`config.mk`:
```
export PLATFORM = sky130hd
export DESIGN_NAME = bw_lock_unit
export DESIGN_NICKNAME = d
export VERILOG_FILES = /design/src/rtl/bw_lock_pkg.sv /design/src/rtl/bw_lock_ctrl.sv /design/src/rtl/bw_lock_dpath.sv /design/src/rtl/bw_lock_unit.sv
export SDC_FILE = /design/constraint.sdc
export NUM_CORES = 1
export LEC_CHECK = 0
export BUFFER_PORTS_ARGS = -buffer_cell sky130_fd_sc_hd__buf_4
export CAP_MARGIN = 20
export CELL_PAD_IN_SITES_DETAIL_PLACEMENT = 1
export CELL_PAD_IN_SITES_GLOBAL_PLACEMENT = 1
export CORE_MARGIN = 8
export CORE_UTILIZATION = 42
export DETAILED_ROUTE_END_ITERATION = 10
export GPL_ROUTABILITY_DRIVEN = 0
export PLACE_DENSITY = 0.9
export SLEW_MARGIN = 20
export SYNTH_ARGS = -nofsm -noshare
export SYNTH_HDL_FRONTEND = slang
export SYNTH_HIERARCHICAL = 1
export SYNTH_SLANG_ARGS = --single-unit
```
`constraint.sdc`:
```
create_clock -name clk -period 4.03 [get_ports clk]
set_input_delay 0.2015 -clock clk [delete_from_list [all_inputs] [get_ports clk]]
set_output_delay 0.2015 -clock clk [all_outputs]
set_load 0.005 [all_outputs]
```
`src/rtl/bw_lock_pkg.sv`:
```
package bw_lock_pkg;

  // Strobes from the control to the datapath for one cycle
  typedef struct packed {
    logic grantNext;  // give the lock to the searched candidate
    logic freeLock;   // drop the lock, nobody pending
    logic flagErr;    // record a stray release
  } lockStrobe_t;

endpackage

```
`src/rtl/bw_lock_ctrl.sv`:
```
module bw_lock_ctrl
  import bw_lock_pkg::*;
(
  input  logic        lockHeld,
  input  logic        relByOwner,
  input  logic        relStray,
  input  logic        found,
  output lockStrobe_t strobe
);

  always_comb begin
    strobe = '0;
    if (lockHeld) begin
      // handoff path: only the owner's release opens a search result
      strobe.grantNext = relByOwner & found;
      strobe.freeLock  = relByOwner & ~found;
    end else begin
      // test-and-set path: free lock goes to the first pending requester
      strobe.grantNext = found;
    end
    strobe.flagErr = relStray;
  end

endmodule

```
`src/rtl/bw_lock_dpath.sv`:
```
module bw_lock_dpath
  import bw_lock_pkg::*;
#(
  parameter int N   = 4,
  parameter int IDW = 2
) (
  input  logic           clk,
  input  logic           rstN,
  input  logic [N-1:0]   acqReq,
  input  logic [N-1:0]   relReq,
  input  lockStrobe_t    strobe,
  output logic           lockHeld,
  output logic           relByOwner,
  output logic           relStray,
  output logic           found,
  output logic [N-1:0]   grant,
  output logic [IDW-1:0] ownerId,
  output logic           relError
);

  localparam logic [IDW-1:0] LAST_ID = IDW'(N - 1);
  localparam logic [IDW:0]   NUM_REQ = (IDW + 1)'(N);

  logic [N-1:0]   waitQ;
  logic [N-1:0]   grantQ;
  logic [IDW-1:0] ownerQ;
  logic           lockQ;
  logic           errQ;

  logic [N-1:0]   ownerMask;
  logic [N-1:0]   pending;
  logic [N-1:0]   nextMask;
  logic [IDW-1:0] startId;
  logic [IDW-1:0] nextId;
  logic [IDW:0]   pos;

  assign ownerMask  = lockQ ? (N'(1) << ownerQ) : '0;
  assign pending    = waitQ | (acqReq & ~ownerMask);
  assign relByOwner = lockQ & relReq[ownerQ];
  assign relStray   = |(relReq & ~ownerMask);
  assign startId    = (ownerQ == LAST_ID) ? '0 : ownerQ + 1'b1;
  assign nextMask   = N'(1) << nextId;

  // circular scan from the slot after the last owner
  always_comb begin
    found  = 1'b0;
    nextId = '0;
    pos    = '0;
    for (int k = 0; k < N; k++) begin
      pos = {1'b0, startId} + (IDW + 1)'(k);
      if (pos >= NUM_REQ) pos = pos - NUM_REQ;
      if (!found && pending[pos[IDW-1:0]]) begin
        found  = 1'b1;
        nextId = pos[IDW-1:0];
      end
    end
  end

  always_ff @(posedge clk or negedge rstN) begin
    if (!rstN) begin
      waitQ  <= '0;
      grantQ <= '0;
      ownerQ <= LAST_ID;
      lockQ  <= 1'b0;
      errQ   <= 1'b0;
    end else begin
      waitQ  <= pending & ~(strobe.grantNext ? nextMask : '0);
      grantQ <= strobe.grantNext ? nextMask : '0;
      if (strobe.grantNext) begin
        ownerQ <= nextId;
        lockQ  <= 1'b1;
      end else if (strobe.freeLock) begin
        lockQ  <= 1'b0;
      end
      if (strobe.flagErr) errQ <= 1'b1;
    end
  end

  assign lockHeld = lockQ;
  assign grant    = grantQ;
  assign ownerId  = ownerQ;
  assign relError = errQ;

  // a grant always names the current holder
  assert_grant_owner_R2: assert property (@(posedge clk) disable iff (!rstN)
    (|grantQ) |-> (lockQ && grantQ[ownerQ]));

  // a held lock moves only on the owner's release
  assert_hold_owner_R4: assert property (@(posedge clk) disable iff (!rstN)
    (lockQ && !relByOwner) |=> (lockQ && $stable(ownerQ)));

  // handoff keeps the lock held and moves it to someone else
  assert_handoff_R5: assert property (@(posedge clk) disable iff (!rstN)
    (relByOwner && found) |=> (lockQ && (ownerQ != $past(ownerQ)) && (|grantQ)));

  // release with no one pending frees the lock silently
  assert_free_lock_R6: assert property (@(posedge clk) disable iff (!rstN)
    (relByOwner && !found) |=> (!lockQ && (grantQ == '0)));

  // error flag never clears without reset
  assert_err_sticky_R8: assert property (@(posedge clk) disable iff (!rstN)
    errQ |=> errQ);

  // grants are single-bit, single-cycle pulses
  assert_grant_onehot_R9: assert property (@(posedge clk) disable iff (!rstN)
    $onehot0(grantQ));
  assert_grant_pulse_R9: assert property (@(posedge clk) disable iff (!rstN)
    (|grantQ) |=> ((grantQ & $past(grantQ)) == '0));

endmodule

```
`src/rtl/bw_lock_unit.sv`:
```
module bw_lock_unit
  import bw_lock_pkg::*;
#(
  parameter  int N   = 4,
  localparam int IDW = (N > 1) ? $clog2(N) : 1
) (
  input  logic           clk,
  input  logic           rstN,
  input  logic [N-1:0]   acqReq,
  input  logic [N-1:0]   relReq,
  output logic [N-1:0]   grant,
  output logic [IDW-1:0] ownerId,
  output logic           ownerValid,
  output logic           relError
);

  lockStrobe_t strobe;
  logic        lockHeld;
  logic        relByOwner;
  logic        relStray;
  logic        found;

  bw_lock_ctrl ctrl_i (
    .lockHeld   (lockHeld),
    .relByOwner (relByOwner),
    .relStray   (relStray),
    .found      (found),
    .strobe     (strobe)
  );

  bw_lock_dpath #(.N(N), .IDW(IDW)) dpath_i (
    .clk        (clk),
    .rstN       (rstN),
    .acqReq     (acqReq),
    .relReq     (relReq),
    .strobe     (strobe),
    .lockHeld   (lockHeld),
    .relByOwner (relByOwner),
    .relStray   (relStray),
    .found      (found),
    .grant      (grant),
    .ownerId    (ownerId),
    .relError   (relError)
  );

  assign ownerValid = lockHeld;

endmodule

```
==> out/qor.txt, run 1 <==
Share of power burned in registers: 28.8%
Row count: 15
Setup-failing EPs final: 0
Dominant cell type by area after synthesis: dfrtp_1
Drt total wl: 1860 µm
Crit path capture type: register
Yosys synthesis warning count: 6
Mux contribution to synthesized area: 5.85%
FMAX: 380 MHz
Postcts setup bufs: 0
TritonCTS clock tree: done
Switching Share: 44.2%
Power per cell area: 810 nW/µm²
Worst path bufs/invs: 2
Area Overhead vs Synth: 25.9%
Gate Count Post-Synth: 68
Clock slew at reported path FFs: 0.07 ns
Fin. Hold Viols: 0
Die height: 58.2 µm
Gr ovfl total: 0
Final min period: 2.63 ns
Routed len/inst: 16.4 µm
Initial Util: 43.8%
Worst-path fanout max: 7
ANT nets after route: 0
Slowest Stage Delay on Critical Path: 0.63 ns
Total GRT Usage: 12.0%
Setup CP Type: reg -> reg
Max layer used: met4
Die W: 58.2 µm
Setup TNS: 0 ns
Synth Area in Simple Gates: 11.4%
Wire length on met2: 858 µm
Bufs on Longest Clock Path: 2
XOR/XNOR share of the synthesized area: 0%
Die area: 3390 µm²
Sequential fraction of the synthesis area: 40.5%
Clk_skew: 0.00185 ns
Post-synth top area share: 33.4%
P_leak: 0.000426 µW
DR WL met3: 139 µm
CP Cell Sequence: inv_1 > ha_1 > a21boi_2 > nor2_1 > nand3_1 > a21boi_1 > inv_1 > o32a_1
Num CTS Buffers: 3
Max rail drop VDD: 0.000341 V
Initial antenna violation count: 0
Slew @ Worst Pin: 0.531 ns
Max-cap violation count: 0
Mapped Area: 748 µm²
CTS Root Cell: clkbuf_4
Largest net degree at the start of global routing: 13
Hold WC Path Type: in -> reg
PnR worst setup slack: 1.40 ns
Net Sw Power: 337 µW
Number of buffers added on ports: 17
Comb power frac: 59.1%
DRT Pass-1 Iters: 2
Clk_lat worst skew: 0.27 ns
Cts repair resizes: 0
Hold WS: 0.302 ns
Final Power: 763 µW
CP delay by family, top: compound AO/OA/AOI/OAI gates
Slew Limit Headroom: 64.5%
Num ports: 18
Final period util: 65.4%
Slew Limit Fails: 0
Largest family of logic cells by synthesized area: compound AO/OA/AOI/OAI gates
Internal power: 426 µW
Flops & latches, synth: 12
Post-DP HPWL: 1490 µm
Met1 WL: 820 µm
Util after Layout: 55.2%
Post-DR vias/cell: 5.38
Iteration-0 DRC Markers: 5
Vias: 608
Core area: 1710 µm²
Status: finished clean
Syn avg cell area: 11.0 µm²
First-pass GRT wire length: 3190 µm
Vias in the first global route: 673
CTS H-tree lvls: 1
Synth top area cells: dfrtp_1 33%, dfstp_2 7.0%, ha_1 6.7%
Startpoint types: register
Clk sinks: 12
Antenna Diode Count: 0
RSZ-0062 raised after global routing: false
Clock share of power: 12.1%
Layout cells sized above 1: 43.2%
Top cell by count, worst path: inv_1
Setup WS pre-CTS: 1.46 ns
Compound-cell area share of the yosys netlist: 29.1%
CP arrival: 2.79 ns
Post-Synth Adder-Cell Area: 6.69%
Synth cell types: 32
Syn nets: 82
Worst Path Required: 4.18 ns
Slowest cell on crit path: dfstp_2
DRC: 0
Cts hold-fix bufs: 1
Post-layout nets: 103
final timing paths:
kind	end	slack [ns]	startpoint	cells after the start
worst max register to register	dpath_i/waitQ[0]	1.40	dpath_i/ownerId[0]	8
worst max-delay path	dpath_i/waitQ[0]	1.40	dpath_i/ownerId[0]	8
min in group asynchronous	dpath_i/relError	0.31	rstN	2
worst min register to register	dpath_i/relError	0.47	dpath_i/relError	1
worst min-delay path	dpath_i/relError	0.30	relReq[0]	4
max in group asynchronous	dpath_i/ownerId[1]	3.50	rstN	2
registers in the layout, summed over array words and instances, names as in the netlist:
name              count
dpath_i/ownerId       2
dpath_i/grant         4
dpath_i/lockHeld      1
dpath_i/waitQ         4
dpath_i/relError      1
worst reg2reg max path: stages (launching register included):
cell	delay, ns
dfstp_2	0.63
inv_1	0.11
ha_1	0.24
a21boi_2	0.24
nor2_1	0.11
nand3_1	0.11
a21boi_1	0.47
inv_1	0.22
o32a_1	0.39
cell usage in the layout, fill, tap and decap left out, types with 2 or more instances in the layout:
cell type / count
a21boi_1: 2
a21boi_2: 3
a21oi_1: 2
a31oi_1: 2
and3_1: 2
buf_4: 17
clkbuf_4: 3
dfrtp_1: 10
dfstp_2: 2
ha_1: 4
inv_1: 10
nor2_1: 4
nor3_1: 2
o21ai_0: 2
o22ai_2: 2
o311ai_2: 2
o32a_1: 2
logic make-up after synthesis:
| kind of cell | after synthesis |
|---|---|
| AO/OA/AOI/OAI | 22 |
| AND/OR/NAND/NOR | 15 |
| buffers and inverters | 12 |
| flip-flops | 12 |
| adder cells (fa/ha/maj) | 4 |
| multiplexers | 3 |
metrics by stage:
stage | std cells | cell area, µm²
after global routing | 113 | 942
final | 113 | 942
after detailed placement | 108 | 896
after global placement | 108 | 896
after CTS | 113 | 942
after floorplan | 68 | 748
layer usage:
layer | global-route usage [%] | up-vias
li1 | - | 290
met1 | 13.9 | 294
met2 | 19.1 | 19
met3 | 3.53 | 5
met4 | 7.34 | 0
met5 | 0 | -
layout make-up:
class / count / area [µm²]
clock buffer: 4 / 36.3
timing repair buffer: 18 / 138
multi-input combinational: 44 / 397
fill: 195 / 766
inverter: 10 / 37.5
tap: 25 / 31.3
sequential: 12 / 303
power groups by stage:
| stage | Clock [µW] | Sequential [µW] | Combinational, µW |
|---|---|---|---|
| 2_1_floorplan | 0 | 212 | 339 |
| 3_3_place_gp | 0 | 218 | 438 |
| 3_5_place_dp | 0 | 222 | 451 |
| 4_1_cts | 97.0 | 220 | 455 |
| 5_1_grt | 101 | 227 | 498 |
| 6_report | 92.0 | 220 | 451 |
Yosys cell counts (all sizes together):
| cell | instances |
|---|---|
| a21o | 1 |
| and3 | 2 |
| dfstp | 2 |
| clkbuf | 1 |
| o22ai | 3 |
| o221ai | 1 |
| nor4 | 2 |
| a31oi | 3 |
| mux4 | 1 |
| inv | 10 |
| and2 | 1 |
| nand3 | 1 |
| nand2 | 1 |
| mux2 | 1 |
| ha | 4 |
| mux2i | 1 |
| o311ai | 2 |
| nor2 | 5 |
| nor3 | 2 |
| a21oi | 2 |
| dfrtp | 10 |
| o21ai | 2 |
| buf | 1 |
| a21boi | 5 |
| o32a | 2 |
| or2 | 1 |
| a221oi | 1 |
Note: power is estimated with default switching activity, not from simulation.
==> inputs of run 2 (changes only) <==
--- a/config.mk
+++ b/config.mk
@@ -5,15 +5,17 @@
 export SDC_FILE = /design/constraint.sdc
 export NUM_CORES = 1
 export LEC_CHECK = 0
+export ABC_AREA = 1
 export BUFFER_PORTS_ARGS = -buffer_cell sky130_fd_sc_hd__buf_4
 export CAP_MARGIN = 20
 export CELL_PAD_IN_SITES_DETAIL_PLACEMENT = 1
 export CELL_PAD_IN_SITES_GLOBAL_PLACEMENT = 1
+export CORE_ASPECT_RATIO = 0.7
 export CORE_MARGIN = 8
-export CORE_UTILIZATION = 42
+export CORE_UTILIZATION = 34
 export DETAILED_ROUTE_END_ITERATION = 10
 export GPL_ROUTABILITY_DRIVEN = 0
-export PLACE_DENSITY = 0.9
+export PLACE_DENSITY = 0.84
 export SLEW_MARGIN = 20
 export SYNTH_ARGS = -nofsm -noshare
 export SYNTH_HDL_FRONTEND = slang
==> constraint.sdc (replaced) <==
create_clock -name clk -period 2.31 [get_ports clk]
set_input_delay 0.1155 -clock clk [delete_from_list [all_inputs] [get_ports clk]]
set_output_delay 0.1155 -clock clk [all_outputs]
set_load 0.005 [all_outputs]
==> out/qor.txt, run 2 <==
Crit path capture type: register
DRC: 0
Gr ovfl total: 0
Met1 WL: 2160 µm
Mux contribution to synthesized area: 0%
TritonCTS clock tree: done
CTS H-tree lvls: 1
Fin. Hold Viols: 0
ANT nets after route: 0
Num ports: 18
Num CTS Buffers: 3
DR WL met3: 326 µm
Sequential fraction of the synthesis area: 32.9%
Largest net degree at the start of global routing: 13
Post-DR vias/cell: 5.52
Compound-cell area share of the yosys netlist: 8.15%
Failing checks: setup timing
Post-synth top cells: 38 x nand2_1, 16 x nand3_1, 15 x inv_1
Slowest cell on crit path: dfstp_2
Die area: 4660 µm²
Final period util: 104%
Max layer used: met4
Setup-failing EPs final: 11
Area Overhead vs Synth: 84.4%
Max-cap violation count: 0
Post-Synth Adder-Cell Area: 5.43%
Worst path bufs/invs: 4
Vias: 1225
Gate Count Post-Synth: 134
Initial Util: 36.6%
Clk_lat worst skew: 0.25 ns
Hold WS: 0.139 ns
Initial antenna violation count: 0
FMAX: 418 MHz
Wire length on met2: 2270 µm
Syn avg cell area: 6.87 µm²
Largest family of logic cells by synthesized area: simple AND/OR/NAND/NOR gates
Row count: 15
Number of buffers added on ports: 17
Final min period: 2.39 ns
Worst Path Required: 2.44 ns
Bufs on Longest Clock Path: 2
Status: finished with violations
First-pass GRT wire length: 5690 µm
Commonest cells after routing, fill and taps aside: 43 x buf_4, 22 x nand2_2, 13 x nand2_1
Hold WC Path Type: in -> reg
Iteration-0 DRC Markers: 119
Vias in the first global route: 1154
CTS Root Cell: clkbuf_8
Clock slew at reported path FFs: 0.06 ns
Flops & latches, synth: 12
XOR/XNOR share of the synthesized area: 0%
Syn nets: 148
Die W: 78.2 µm
CP Cell Sequence: buf_12 > ha_4 > inv_2 > nand2_8 > buf_6 > nand3_4 > nand3_1 > inv_1 > a21boi_0 > nand4_1 > nor2_2 > nor2_1
Ys async rst share: 100%
Antenna Diode Count: 0
Slowest Stage Delay on Critical Path: 0.60 ns
CP arrival: 2.52 ns
Core area: 2510 µm²
Die height: 59.5 µm
Synth top area cells: dfrtp_1 27%, nand2_1 15%, nand3_1 8.7%
Startpoint types: register
RSZ-0062 raised after global routing: true
Synth cell types: 20
Post-layout nets: 203
Routed len/inst: 22.0 µm
Util after Layout: 67.5%
Slew Limit Headroom: 69.7%
Clk sinks: 12
Setup CP Type: reg -> reg
Drt total wl: 4880 µm
Slew @ Worst Pin: 0.454 ns
Commonest non-fill, non-tap cell in the layout: buf_4
Synth Area in Simple Gates: 45.8%
Worst-path fanout max: 8
Clk_skew: 0.00507 ns
Slew Limit Fails: 0
Layout cells sized above 1: 62.2%
Dominant cell type by area after synthesis: dfrtp_1
Post-DP HPWL: 2730 µm
DRT Pass-1 Iters: 4
PnR worst setup slack: -0.0810 ns
Total GRT Usage: 15.7%
CP delay by family, top: simple AND/OR/NAND/NOR gates
Number of enable flip-flop cells after synthesis: 0
Yosys synthesis warning count: 6
Mapped Area: 921 µm²
Predominant post-synthesis flop cell: dfrtp_1
Post-synth top area share: 27.2%
Most numerous cell in the Yosys netlist: nand2_1
==> run 2: cell families (layout without fill, tap and decap cells) <==
family / Yosys count / after routing
compound gates: 14 / 14
fa+ha+maj: 4 / 4
buf+inv: 18 / 72
simple gates: 86 / 86
flops: 12 / 12
==> run 2: metrics by stage <==
| stage | instance area (µm²) | cells | setup WS [ns] | setup TNS, ns |
|---|---|---|---|---|
| finish | 1700 | 222 | -0.0810 | -0.415 |
| global route | 1700 | 222 | -0.170 | -1.25 |
| CTS | 1260 | 200 | 0.00667 | 0 |
| detailed placement | 1160 | 194 | -0.100 | -0.275 |
| global placement | 1160 | 194 | 0.0101 | 0 |
| floorplan | 921 | 134 | 0.0237 | 0 |
==> run 2: worst reg2reg max path: stages, from the launching register on <==
cell	delay (ns)
dfstp_2	0.60
buf_12	0.12
ha_4	0.18
inv_2	0.08
nand2_8	0.13
buf_6	0.12
nand3_4	0.08
nand3_1	0.16
inv_1	0.08
a21boi_0	0.32
nand4_1	0.21
nor2_2	0.15
nor2_1	0.06
==> run 2: per-layer routing <==
metal | global-route usage, % | vias to the layer above
li1 | - | 545
met1 | 19.3 | 599
met2 | 26.1 | 67
met3 | 4.09 | 14
met4 | 4.72 | 0
met5 | 0 | -
==> run 2: timing repair <==
action / 4_1_cts / 5_1_grt
pin swaps: 2 / 25
gates resized for setup: 6 / 65
hold endpoints to repair: 12 / 0
endpoints found under the setup margin: 9 / 11
hold buffers: 1 / 0
buffers inserted: 1 / 22
==> run 2: worst paths after layout <==
kind / startpoint / endpoint / slack, ns / cells past startpoint
setup / recovery: dpath_i/ownerId[0] / dpath_i/waitQ[1] / -0.08 / 12
setup reg to reg: dpath_i/ownerId[0] / dpath_i/waitQ[1] / -0.08 / 12
hold / removal: acqReq[0] / dpath_i/waitQ[0] / 0.14 / 3
hold reg to reg: dpath_i/relError / dpath_i/relError / 0.52 / 1
min in group asynchronous: rstN / dpath_i/grant[3] / 0.25 / 2
max in group asynchronous: rstN / dpath_i/ownerId[1] / 1.83 / 2
==> run 2: final cells by class <==
type / count / area, µm²
inverter: 17 / 73.8
timing repair buffer: 51 / 429
clock buffer: 4 / 55.1
fill: 276 / 817
sequential: 12 / 303
tap: 34 / 42.5
multi-input combinational: 104 / 795
Power of run 2 is not shown: default switching activity piles up to over one toggle a cycle in this logic, so the estimate is an artifact.
